[config.mk]
export PLATFORM = sky130hd
export DESIGN_NAME = decade_delay_timer
export DESIGN_NICKNAME = d
export VERILOG_FILES = /design/src/rtl/ddt_pkg.sv /design/src/rtl/ddt_decade_counter.sv /design/src/rtl/decade_delay_timer.sv
export SDC_FILE = /design/constraint.sdc
export NUM_CORES = 1
export LEC_CHECK = 0
export ABC_AREA = 0
export BUFFER_PORTS_ARGS = -buffer_cell sky130_fd_sc_hd__buf_4
export CORE_MARGIN = 4
export CORE_UTILIZATION = 45
export CTS_CLUSTER_SIZE = 30
export DETAILED_ROUTE_END_ITERATION = 8
export SLEW_MARGIN = 20
export SYNTH_ARGS = -nofsm -noshare
export SYNTH_HDL_FRONTEND = slang
export SYNTH_SLANG_ARGS = --single-unit
[constraint.sdc]
create_clock -name clk -period 2.9 [get_ports clk]
set_input_delay 0.145 -clock clk [delete_from_list [all_inputs] [get_ports clk]]
set_output_delay 0.145 -clock clk [all_outputs]
set_load 0.05 [all_outputs]
[src/rtl/ddt_pkg.sv]
`timescale 1ns/1ps
package ddt_pkg;

    localparam int DIGIT_W = 4;

    typedef struct packed {
        logic       lat;   // internal set/clear latch
        logic       out;   // timer output
        logic [3:0] cfg;   // captured code and mode bit
    } ddt_state_t;

endpackage

[src/rtl/ddt_decade_counter.sv]
`timescale 1ns/1ps
module ddt_decade_counter #(
    parameter int NUM_DECADES = 6,
    parameter int SEL_W       = 3
) (
    input  logic                                 clk,
    input  logic                                 rst_n,
    input  logic                                 clr,
    input  logic                                 inc,
    input  logic [SEL_W-1:0]                     active,
    output logic                                 term,
    output logic                                 is_zero,
    output logic [ddt_pkg::DIGIT_W*NUM_DECADES-1:0] count_o
);
    localparam int DW = ddt_pkg::DIGIT_W;
    localparam int CW = DW * NUM_DECADES;

    logic [CW-1:0]          cnt_d, cnt_q;
    logic [NUM_DECADES-1:0] carry;
    logic [NUM_DECADES-1:0] nine;
    logic [NUM_DECADES-1:0] used;

    assign carry[0] = inc;

    for (genvar i = 0; i < NUM_DECADES; i++) begin : g_dig
        logic [DW-1:0] cur;
        assign cur     = cnt_q[DW*i +: DW];
        assign nine[i] = (cur == DW'(9));
        assign used[i] = (SEL_W'(i) < active);
        assign cnt_d[DW*i +: DW] = clr      ? '0 :
                                   carry[i] ? (nine[i] ? '0 : cur + DW'(1)) :
                                              cur;
        if (i < NUM_DECADES - 1) begin : g_carry
            assign carry[i+1] = carry[i] & nine[i];
        end
    end

    // terminal when every digit in use holds nine
    assign term    = &(nine | ~used);
    assign is_zero = (cnt_q == '0);
    assign count_o = cnt_q;

    always_ff @(posedge clk or negedge rst_n) begin
        if (!rst_n) cnt_q <= '0;
        else        cnt_q <= cnt_d;
    end
endmodule

[src/rtl/decade_delay_timer.sv]
`timescale 1ns/1ps
module decade_delay_timer #(
    parameter int NUM_DECADES = 6
) (
    input  logic       clk,
    input  logic       rst_n,
    input  logic [7:0] cfg_byte,
    input  logic       trig_evt,
    input  logic       thr_evt,
    output logic       timer_out,
    output logic       dis_en
);
    import ddt_pkg::*;

    localparam int SEL_W = $clog2(NUM_DECADES + 1);
    localparam int CW    = DIGIT_W * NUM_DECADES;

    ddt_state_t        state_d, state_q;
    logic [SEL_W-1:0]  stages;
    logic              ext_mode, mono_mode;
    logic              cnt_inc, cnt_clr, cnt_term, cnt_zero;
    logic              lat_next, cycle_done, idle;
    logic [CW-1:0]     count_v;
    logic              unused_cfg_hi;

    assign unused_cfg_hi = ^cfg_byte[7:4];

    // decode the captured code into a number of active stages
    always_comb begin
        if (state_q.cfg[2:0] == 3'd0 || state_q.cfg[2:0] == 3'd7)
            stages = '0;
        else if (int'(state_q.cfg[2:0]) > NUM_DECADES)
            stages = SEL_W'(NUM_DECADES);
        else
            stages = SEL_W'(state_q.cfg[2:0]);
    end

    assign ext_mode   = (stages != '0);
    assign mono_mode  = state_q.cfg[3];
    assign lat_next   = thr_evt ? 1'b0 : (trig_evt ? 1'b1 : state_q.lat);
    assign cycle_done = state_q.lat & thr_evt;
    assign idle       = !state_q.lat && !state_q.out && cnt_zero;

    ddt_decade_counter #(
        .NUM_DECADES(NUM_DECADES),
        .SEL_W      (SEL_W)
    ) u_cnt (
        .clk    (clk),
        .rst_n  (rst_n),
        .clr    (cnt_clr),
        .inc    (cnt_inc),
        .active (stages),
        .term   (cnt_term),
        .is_zero(cnt_zero),
        .count_o(count_v)
    );

    always_comb begin
        state_d = state_q;
        cnt_inc = 1'b0;
        cnt_clr = 1'b0;
        if (!ext_mode) begin
            state_d.lat = lat_next;
            state_d.out = lat_next;
        end else if (!mono_mode) begin
            state_d.lat = lat_next;
            if (cycle_done) begin
                if (cnt_term) begin
                    cnt_clr     = 1'b1;
                    state_d.out = !state_q.out;
                end else begin
                    cnt_inc = 1'b1;
                end
            end
        end else if (!state_q.out) begin
            state_d.lat = 1'b0;
            if (trig_evt && !thr_evt) begin
                state_d.out = 1'b1;
                state_d.lat = 1'b1;
            end
        end else begin
            state_d.lat = lat_next;
            if (cycle_done) begin
                if (cnt_term) begin
                    cnt_clr     = 1'b1;
                    state_d.out = 1'b0;
                    state_d.lat = 1'b0;
                end else begin
                    cnt_inc = 1'b1;
                end
            end
        end
        if (idle) state_d.cfg = cfg_byte[3:0];
    end

    always_ff @(posedge clk or negedge rst_n) begin
        if (!rst_n) state_q <= '0;
        else        state_q <= state_d;
    end

    assign timer_out = state_q.out;
    assign dis_en    = !state_q.lat;
endmodule

# Word level (Yosys, flattened, before mapping)
# Cells that the tools add are included.
[totals]
reg_bits = 30
latch_bits = 0
mem_bits_rw = 0
mem_bits_ro = 0
word_cells = 97
memories = 0
[op_classes]
n_addsub = 6
multipliers = 0
div = 0
order_cmp = 7
eq_ne = 9
shifts = 0
mux = 40
n_bitwise = 8
n_reduce_logical = 18
[op_table]
columns = ["op", "count"]
rows = [
  ["$mux 4", 18],
  ["$add 4x1->4 const B", 6],
  ["$eq 4x4->1 const B", 6],
  ["$logic_not 24->1", 1],
  ["$mux 1", 14],
  ["$mux 2", 6],
  ["$reduce_bool 2->1", 6],
  ["$and 1x1->1", 6],
  ["$lt 1x3->1 const A", 2],
  ["$lt 2x3->1 const A", 2],
  ["$lt 3x3->1 const A", 2],
  ["$mux 3", 2],
  ["$ne 3x2->1 const B", 2],
  ["$not 6->6", 1],
  ["$or 6x6->6", 1],
  ["$reduce_and 6->1", 1],
  ["$eq 3x3->1 const B", 1],
  ["$gt 3x3->1 const B", 1],
  ["$logic_and 1x1->1", 3],
  ["$logic_not 1->1", 3],
  ["$logic_not 3->1", 1],
  ["$reduce_bool 3->1", 1],
  ["$reduce_and 2->1", 1],
  ["$logic_or 1x1->1", 1],
]

# Logic depth before layout (Yosys ltp)
# Gate-level depths: netlist of the first run.
[logic_depth]
word_depth = 19
mapped_depth = 8
depth_no_buf = 6

# Modules after synthesis
# Synthesis of the first run repeated with hierarchy kept, for this count alone.
[hier_totals]
cells_unflattened = 219
hier_area_um2 = 1985.7
[by_module_without_submodules]
columns = ["module", "n_inst", "cells_each", "area_each_um2"]
rows = [
  ["ddt_decade_counter", 1, 185, 1624.1],
  ["decade_delay_timer", 1, 34, 361.6],
]

# Worst setup path after synthesis of the first run
# Ideal clock, no wire load.
[synth_path]
path_type = "register to register"
start = "reg state_q, in the netlist timer_out"
end = "reg u_cnt.cnt_q[13], in the netlist u_cnt.count_o[13]"
setup_ps = 118
t_arrival_ps = 2003
path_slack_ps = 779
path_stages_with_launch = 7
n_path_buf = 0
cell_sequence = "dfrtp_1 nand2b_1 nand3_2 or3_4 a2111oi_4 mux2i_1 a21o_1"
[synth_via]
elab_chain_cells = 7
elab_cells_between_ends = 11
cone_classes = "7 x mux; 3 x bitwise; 1 x reduce/logical"
[synth_rtl]
columns = ["item", "line_no", "text"]
rows = [
  ["start, declared", "decade_delay_timer.sv:18", "ddt_state_t state_d, state_q;"],
  ["start signal, assigned", "decade_delay_timer.sv:98", "else state_q <= state_d;"],
  ["$mux 1", "decade_delay_timer.sv:75", "end else if (!state_q.out) begin"],
  ["$mux 1", "decade_delay_timer.sv:65", "end else if (!mono_mode) begin"],
  ["$mux 1", "decade_delay_timer.sv:62", "if (!ext_mode) begin"],
  ["$and 1x1->1 (3 in series)", "ddt_decade_counter.sv:34", "assign carry[i+1] = carry[i] & nine[i];"],
  ["$reduce_bool 2->1 (no source line)", "--", ""],
  ["end signal, assigned", "ddt_decade_counter.sv:45", "else cnt_q <= cnt_d;"],
  ["end, declared", "ddt_decade_counter.sv:18", "logic [CW-1:0] cnt_d, cnt_q;"],
]
# Parallel ways exist; a longest one is shown, timed or not.
# A chain may end at the register's enable or synchronous reset.

# Final worst setup path of the first run
[layout_path]
start = "reg u_cnt.cnt_q[9], in the netlist u_cnt.count_o[9]"
end = "reg u_cnt.cnt_q[21], in the netlist u_cnt.count_o[21]"
[layout_via]
elab_chain_cells = 14
elab_cells_between_ends = 20
cone_classes = "1 x eq/ne; 11 x mux; 6 x bitwise; 2 x reduce/logical"
[layout_rtl]
columns = ["item", "line_no", "text"]
rows = [
  ["$eq 4x4->1 (*)", "ddt_decade_counter.sv:28", "assign nine[i] = (cur == DW'(9));"],
  ["$or 6x6->6", "ddt_decade_counter.sv:39", "assign term = &(nine | ~used);"],
  ["$reduce_and 6->1", "ddt_decade_counter.sv:39", ""],
  ["$mux 1", "decade_delay_timer.sv:68, decade_delay_timer.sv:84", ""],
  ["$mux 1", "decade_delay_timer.sv:67, decade_delay_timer.sv:83", ""],
  ["$mux 1", "decade_delay_timer.sv:75", ""],
  ["$mux 1", "decade_delay_timer.sv:65", ""],
  ["$mux 1", "decade_delay_timer.sv:62", ""],
  ["$and 1x1->1 (5 in series)", "ddt_decade_counter.sv:34", ""],
  ["$reduce_bool 2->1 (no source line)", "--", ""],
]
# Every way passes the cells marked *; elsewhere a longest branch is shown, timed or not.

==> results of run 1 <==
-- worst max-delay path by stage --
stage                       from                 to
2_1_floorplan          timer_out  u_cnt.count_o[13]
3_3_place_gp   u_cnt.count_o[13]  u_cnt.count_o[21]
3_5_place_dp    u_cnt.count_o[9]  u_cnt.count_o[21]
4_1_cts         u_cnt.count_o[9]  u_cnt.count_o[21]
5_1_grt        u_cnt.count_o[13]  u_cnt.count_o[21]
6_report        u_cnt.count_o[9]  u_cnt.count_o[21]
-- cell families (layout without fill, tap and decap cells) --
family,after synthesis,in the layout,synth area share
buffers and inverters,16,28,0.04286
AOI/OAI and AO/OA,55,55,0.1968
and+or+nand+nor,89,89,0.2799
DFF,30,30,0.3896
xor gates and xnor gates,9,9,0.04091
muxes,9,9,0.05000
-- critical path: stages, from the launching register on --
cell and delay [ns]:
dfrtp_1 0.46, nand4bb_1 0.35, o21ai_1 0.28, a211oi_2 0.10, buf_4 0.19, o21ai_1 0.44, mux2_2 0.40, o21ai_1 0.11
-- layout by cell type, fill, tap and decap left out, types with 2 or more instances in the layout --
cell       instances
nor4b_1            2
a21o_1             3
xnor2_1            4
and4bb_2           2
clkbuf_8           6
xor2_1             5
buf_4             12
o2bb2ai_1          2
nor3_1             2
nand2_1           13
mux2i_1            4
a21oi_1            6
o21ai_2            2
o2111ai_1          2
nand4bb_1          5
dfrtp_1           30
nor4_1            10
and3_1             3
and2_1             2
o21ai_1            5
a21boi_0           2
or3_1              3
nand3_1            5
nor2_1            21
o211ai_1           3
o21ai_0           17
a22oi_1            2
mux2_2             5
nand3b_1           4
inv_1              7
nor2b_1            8
-- power by group through the flow --
stage	sequential (µW)	clock [µW]	combinational (µW)
5_1_grt	424	383	39.5
6_report	424	343	35.3
3_3_place_gp	432	0	34.2
4_1_cts	424	355	36.3
2_1_floorplan	434	0	10.7
3_5_place_dp	432	0	35.4
-- layer usage --
metal  up-vias  wire [µm]  share of wire
li1        791          -              -
met4         0         40         0.0099
met3         4        143          0.035
met5         -          0              0
met1       759       1906           0.47
met2        32       1938           0.48
-- state kept, by name, summed over array words and instances, names as in the netlist --
| name | cells |
|---|---|
| u_cnt.count_o | 24 |
| state_q | 4 |
| mono_mode | 1 |
| timer_out | 1 |
-- through the flow --
stage               setup slack, ns  power (µW)  hold WS, ns
finish                       0.5023       802.0      0.06430
CTS                          0.4909       815.2      0.05255
detailed placement           0.5240       467.0       0.1059
floorplan                    0.7789       444.5      -0.1506
global placement             0.6387       465.7      0.09545
global route                 0.2196       845.9      0.05426
-- synth_stat cells, types with 4 or more instances --
library cell,number
nand3b_1,4
nand4bb_1,5
dfrtp_1,30
nor2b_1,8
buf_4,4
o21ai_1,5
mux2_2,5
nand2_1,13
inv_1,7
xnor2_1,4
mux2i_1,4
xor2_1,5
nor2_1,21
o21ai_0,17
nor4_1,10
a21oi_1,6
nand3_1,5
-- cell type report --
| cell class | instances | area [µm²] |
|---|---|---|
| well taps | 50 | 62.56 |
| clock buffers | 7 | 86.33 |
| multi-input cells | 162 | 1094 |
| flip-flops and latches | 30 | 750.7 |
| repair buffers | 13 | 100.1 |
| clock inverters | 1 | 5.005 |
| inverters | 7 | 26.28 |
| fillers | 367 | 1933 |
-- timing repair --
action	CTS	global route
endpoints found under the setup margin	0	0
resized for setup	0	0
hold buffers	1	0
endpoints found under the hold margin	30	0
buffers inserted	0	0
==> out/results.ini, run 1 <==
[flow_run]
maxCapViolCount=0

[worst_setup_path]
r2r_cells=7
r2r-start=u_cnt.count_o[9]
reg2reg_to=u_cnt.count_o[21]
required_ns=3.11
worstSetupPathType=reg2reg
ff2ff_setup_slack_ns=0.50
arrival_ns=2.60
cp-end-kind=register
setup.worst_path.start_class=register
crit_fanout=11

[sta]
period_needed_ns=2.398
worst_pin_slew_ns=0.5864
finalSetupTns_ns=0
slew_violations=0
skew_ns=0.01058
setup_viol=0
rsz0062_at_grt=false
max_freq_ghz=0.4171
relSlewSlack=0.6055
min_period_over_period=0.8268
hold_viol=0

[yosys]
synth_top_flop_cell=dfrtp_1
syn_nets=220
synth_top_area_share=0.3896
synth_seq_area_share=0.3896
ys_ff_latch=30
synth_top_cell_by_area=dfrtp_1
synthDistinctLibCells=54
yosys_warnings=0
synth_area_leaders=dfrtp_1 (39%), o21ai_0 (4.4%), nor2_1 (4.1%)
postSynthAreaPerCell_um2=9.264
syn_area_um2=1927
async_flop_share=1.000
syn_inst=208
synth_edf_count=0

[power]
intPower_uw=625.3
power_frac_clock=0.428
ir_drop_uv=187.8
seqPwrFrac=0.528
p_leak_uw=0.0008921
p_sw_frac=0.2204
power.density_nw_per_um2=377.5
combinationalPowerShare=0.044
switchingPower_uw=176.8

[clocking]
root_buffer=clkbuf_8
cts.sinks=30
htreeDepth=2
cts_tree=built
cts_max_path_buffers=2
clock_latency_ns=0.28
clk_pin_slew_worst_paths_ns=0.07
cts_buffers=5

[hold_path]
hold-path-endpoint=state_q[5]
hp-class=in2reg
holdPathStages=2
hold_start=thr_evt

[global_routing]
gr-usage-met3=0.04651
grt_pass1_vias=1563
use_met1=0.2216
grt_pass1_wl_mm=7.093
grt_usage=0.1679
grt_max_degree=31
busiest_layer=met2
grt_overflow=0
antenna_found_initial=0
use_met2=0.2691

[placed_design]
globalplace.congestion=0.8780
place_inst=261
numPortBuffers=9
placed_area_um2=2023
place_hpwl_mm=2.945

[cells_and_area]
area_growth_pct=10.26
utilization=0.5236
nets=231
stdcell_count=270
antenna_cells=0
final_area_um2=2125
drive_above_1_share=0.1636

[floorplanning]
rows=23
die_area_um2=5393
die_w_um=73.44
fp.coreArea_um2=4058
die_y_um=73.44
io_pins=14
initial_utilization=0.4749

[outcome]
outcome=completed

[detailed_routing]
drt_first_pass_iters=4
vias=1586
post_drt_wl_per_cell_um=14.92
wl_mm=4.029
ant_nets=0
drc_errors=0
via_per_inst=5.874
first_iter_violations=71

No activity file was read; power rests on OpenSTA's default activity.
==> inputs of run 2 (changes only) <==
Clock period 2.9 ns to 2.01 ns, I/O delays scaled along.
==> out/results.ini, run 2 (same netlist as run 1, synthesis figures left out) <==
[outcome]
outcome=finished with violations
violations=negative setup slack

[detailed_routing]
highest_layer=met4
post_drt_wl_per_cell_um=16.58
wl_met1_mm=2.404
via_per_inst=5.803
met3_length_um=177
drt_first_pass_iters=4
ant_nets=0
first_iter_violations=57
drc_errors=0
dr_wl_met2_mm=2.776
vias=1915
wl_mm=5.472

[floorplanning]
die_area_um2=5393
die_w_um=73.44
fp.coreArea_um2=4058
initial_utilization=0.4749
rows=23
die_y_um=73.44
io_pins=14

[global_routing]
grt_overflow=0
antenna_found_initial=0
grt_usage=0.2047
grt_pass1_vias=1893
grt_pass1_wl_mm=8.576
grt_max_degree=31

[worst_setup_path]
crit_fanout=5
cp-end-kind=register
worst-path-buf-inv=1
critPathMaxStageDelay_ns=0.41
setup.worst_path.start_class=register
critPathTopFamily=simple AND/OR/NAND/NOR gates
worstSetupPathType=reg2reg
cp_cell_sequence=and4bb_2 -> nand3_4 -> or3_4 -> a2111oi_4 -> buf_4 -> mux2i_1 -> a21o_1
arrival_ns=2.30
required_ns=2.17
slowest_stage=dfrtp_1

[placed_design]
globalplace.congestion=0.9195
dpl_worst_slack_ns=-0.1430
place_inst=307
placed_area_um2=2370
place_hpwl_mm=3.717
numPortBuffers=9

[cells_and_area]
area_growth_pct=43.05
nets=292
antenna_cells=0
multi_input_area_um2=1256
mostFrequentLayoutCells=buf_4 (64), dfrtp_1 (28), nor2_1 (20)
stdcell_count=330
final_common_cell=buf_4
drive_above_1_share=0.4071
final_area_um2=2756
nFillCells=313
ff_latch_area_um2=753.2
largest_reg_flops=24

[flow_run]
maxCapViolCount=0

[clocking]
cts_max_path_buffers=2
clk_pin_slew_worst_paths_ns=0.07
cts_tree=built
clock_latency_ns=0.28
root_buffer=clkbuf_8
cts.sinks=30
htreeDepth=2
cts_buffers=5

[sta]
worst_pin_slew_ns=0.3970
slew_violations=0
skew_ns=0.006415
period_needed_ns=2.134
rsz0062_at_grt=true
finalWorstSetupSlack_ns=-0.1241
finalSetupTns_ns=-0.6374
relSlewSlack=0.7353
min_period_over_period=1.062
setup_viol=10
hold_viol=0
max_freq_ghz=0.4686
whs_ns=0.02322

[power]
ir_drop_uv=413.9
power.density_nw_per_um2=407.3
p_leak_uw=0.001233

[hold_path]
hp-class=in2reg

[run 2: where the power goes]
| part | total [µW] | internal, µW | leakage (µW) | switching [µW] |
|---|---|---|---|---|
| registers | 608 | 607 | 0.000382 | 1.17 |
| clock network | 454 | 232 | 0.0000438 | 222 |
| logic | 61.0 | 23.3 | 0.000807 | 37.6 |
[run 2: what timing repair did]
action,in CTS,in global routing
hold buffers,1,0
hold endpoints to repair,30,0
buffers inserted,5,11
cloned,1,1
gates resized for setup,7,27
pin swaps,4,6
endpoints found under the setup margin,12,23
[run 2: per-layer routing]
metal / vias up / track usage
met5: - / 0
li1: 915 / -
met2: 51 / 0.3525
met3: 16 / 0.04925
met1: 933 / 0.2528
met4: 0 / 0.06237
[run 2: path summary, 6_finish.rpt]
path	from	endpoint	slack, ns	cells after the start
worst max-delay path	u_cnt.count_o[2]	u_cnt.count_o[13]	-0.12	7
worst min-delay path	thr_evt	state_q[5]	0.02	2
worst max register to register	u_cnt.count_o[2]	u_cnt.count_o[13]	-0.12	7
worst min register to register	state_q[2]	state_q[2]	0.55	1
max in group asynchronous	rst_n	timer_out	1.40	2
min in group asynchronous	rst_n	u_cnt.count_o[6]	0.28	2
[run 2: per-stage QoR]
step | util | total power, µW
global placement | 0.5840 | 675.6
CTS | 0.6260 | 1132
floorplan | - | 641.6
global route | 0.6793 | 1164
detailed placement | 0.5840 | 678.6
finish | 0.6793 | 1123
[run 2: cell type report]
| cell class | count | area share |
|---|---|---|
| Sequential cell | 30 | 0.2733 |
| Tap cell | 50 | 0.02270 |
| Inverter | 7 | 0.009532 |
| Timing Repair Buffer | 74 | 0.2102 |
| Clock inverter | 2 | 0.003631 |
| Clock buffer | 5 | 0.02497 |
| Multi-Input combinational cell | 162 | 0.4557 |
==> inputs of run 3 (changes only) <==
Clock period 2.01 ns to 2.3 ns, I/O delays scaled along.
==> out/results.ini, run 3 (same netlist as run 1, synthesis figures left out) <==
[floorplanning]
initial_utilization=0.4749
die_area_um2=5393
die_y_um=73.44
io_pins=14
die_w_um=73.44
fp.coreArea_um2=4058
rows=23

[placed_design]
placed_area_um2=2088
numPortBuffers=9
globalplace.congestion=0.8897
place_inst=268
place_hpwl_mm=2.984

[worst_setup_path]
setup.worst_path.start_class=register
worstSetupPathType=reg2reg
ff2ff_setup_slack_ns=0.05
critPathMaxStageDelay_ns=0.43
crit_path_frequent_cell=o21ai_1
cp_cell_sequence=nand4bb_1 -> a211oi_1 -> nor4_1 -> o21ai_1 -> mux2_2 -> o21ai_1
required_ns=2.52
slowest_stage=dfrtp_1
worst-path-buf-inv=0
critPathTopFamily=compound AO/OA/AOI/OAI gates
cp-end-kind=register
arrival_ns=2.47
crit_fanout=8

[detailed_routing]
drt_first_pass_iters=4
first_iter_violations=117
via_per_inst=5.715
vias=1583
drc_errors=0
post_drt_wl_per_cell_um=14.95
wl_mm=4.141
ant_nets=0

[clocking]
clock_latency_ns=0.29
cts.sinks=30
root_buffer=clkbuf_8
cts_max_path_buffers=2
clk_pin_slew_worst_paths_ns=0.07
cts_tree=built
htreeDepth=2
cts_buffers=5

[sta]
max_freq_ghz=0.4437
min_period_over_period=0.9799
setup_viol=0
worst_pin_slew_ns=0.6391
slew_violations=0
skew_ns=0.009270
relSlewSlack=0.5700
period_needed_ns=2.254
rsz0062_at_grt=true
hold_viol=0

[cells_and_area]
drive_above_1_share=0.1938
mostFrequentLayoutCells=dfrtp_1 (30), nor2_1 (21), buf_4 (18)
final_area_um2=2193
stdcell_count=277
antenna_cells=0
ff_latch_area_um2=750.7
multi_input_area_um2=1097
nets=238
largest_reg_flops=24
nFillCells=367
final_common_cell=dfrtp_1
area_growth_pct=13.83

[global_routing]
grt_max_degree=31
grt_overflow=0
grt_pass1_wl_mm=6.969
antenna_found_initial=0
grt_pass1_vias=1499
grt_usage=0.1680

[power]
finalPower_uw=1019
power.density_nw_per_um2=464.8
ir_drop_uv=300.8
p_leak_uw=0.0009314

[outcome]
outcome=completed

[flow_run]
maxCapViolCount=0

[hold_path]
hp-class=in2reg

run 3: changes by cell type in the layout (fill, tap and decap cells not counted), moves of 2 or more:
cell,previous run,this run
nor4_1,8,10
dfrtp_2,2,0
o21ai_0,15,17
buf_2,2,0
dfrtp_1,28,30
nand4bb_4,5,0
buf_6,7,0
buf_4,64,18
nand4bb_1,1,5
run 3: where the power goes:
part / total (µW) / switching (µW) / leakage [µW] / internal (µW)
Sequential: 533 / 2.51 / 0.000385 / 530
Clock: 439 / 198 / 0.0000482 / 241
Combinational: 47.8 / 29.0 / 0.000498 / 18.8
run 3: worst paths after layout:
| kind | endpoint | start | cells past startpoint |
|---|---|---|---|
| worst min register to register | u_cnt.count_o[2] | u_cnt.count_o[2] | 1 |
| worst max-delay path | u_cnt.count_o[21] | u_cnt.count_o[14] | 6 |
| worst min-delay path | state_q[5] | thr_evt | 2 |
| min in group asynchronous | u_cnt.count_o[9] | rst_n | 2 |
| max in group asynchronous | u_cnt.count_o[17] | rst_n | 2 |
| worst max register to register | u_cnt.count_o[21] | u_cnt.count_o[14] | 6 |
run 3: per-stage QoR:
step | hold WS, ns | TNS (ns) | setup WS (ns) | util
floorplan | -0.1806 | 0 | 0.1789 | -
detailed placement | 0.07218 | 0 | 0.05614 | 0.5146
CTS | 0.008125 | 0 | 0.02348 | 0.5396
global route | 0.01092 | -0.4398 | -0.1262 | 0.5405
global placement | 0.06322 | 0 | 0.1484 | 0.5146
finish | 0.01943 | 0 | 0.04619 | 0.5405
run 3: layout make-up:
cell class / instances / area share
flip-flops and latches: 30 / 0.3423
clock buffers: 7 / 0.03936
repair buffers: 20 / 0.07530
clock inverters: 1 / 0.002282
inverters: 7 / 0.01198
well taps: 50 / 0.02852
multi-input cells: 162 / 0.5003
run 3: repair_timing:
action	4_1_cts	5_1_grt
resized for setup	0	1
buffers inserted	0	0
endpoints found under the setup margin	0	7
hold buffers	1	0
endpoints found under the hold margin	30	0
run 3: worst register-to-register path, cell delays in order (launching register included):
cell and delay, ns:
dfrtp_1 0.43, nand4bb_1 0.33, a211oi_1 0.37, nor4_1 0.14
o21ai_1 0.42, mux2_2 0.39, o21ai_1 0.11
run 3: metal layers:
metal	vias up	global-route usage	share of wire
li1	805	-	-
met2	28	0.2651	0.46
met4	0	0.07445	0.017
met5	-	0	0
met1	743	0.2211	0.48
met3	7	0.03557	0.033
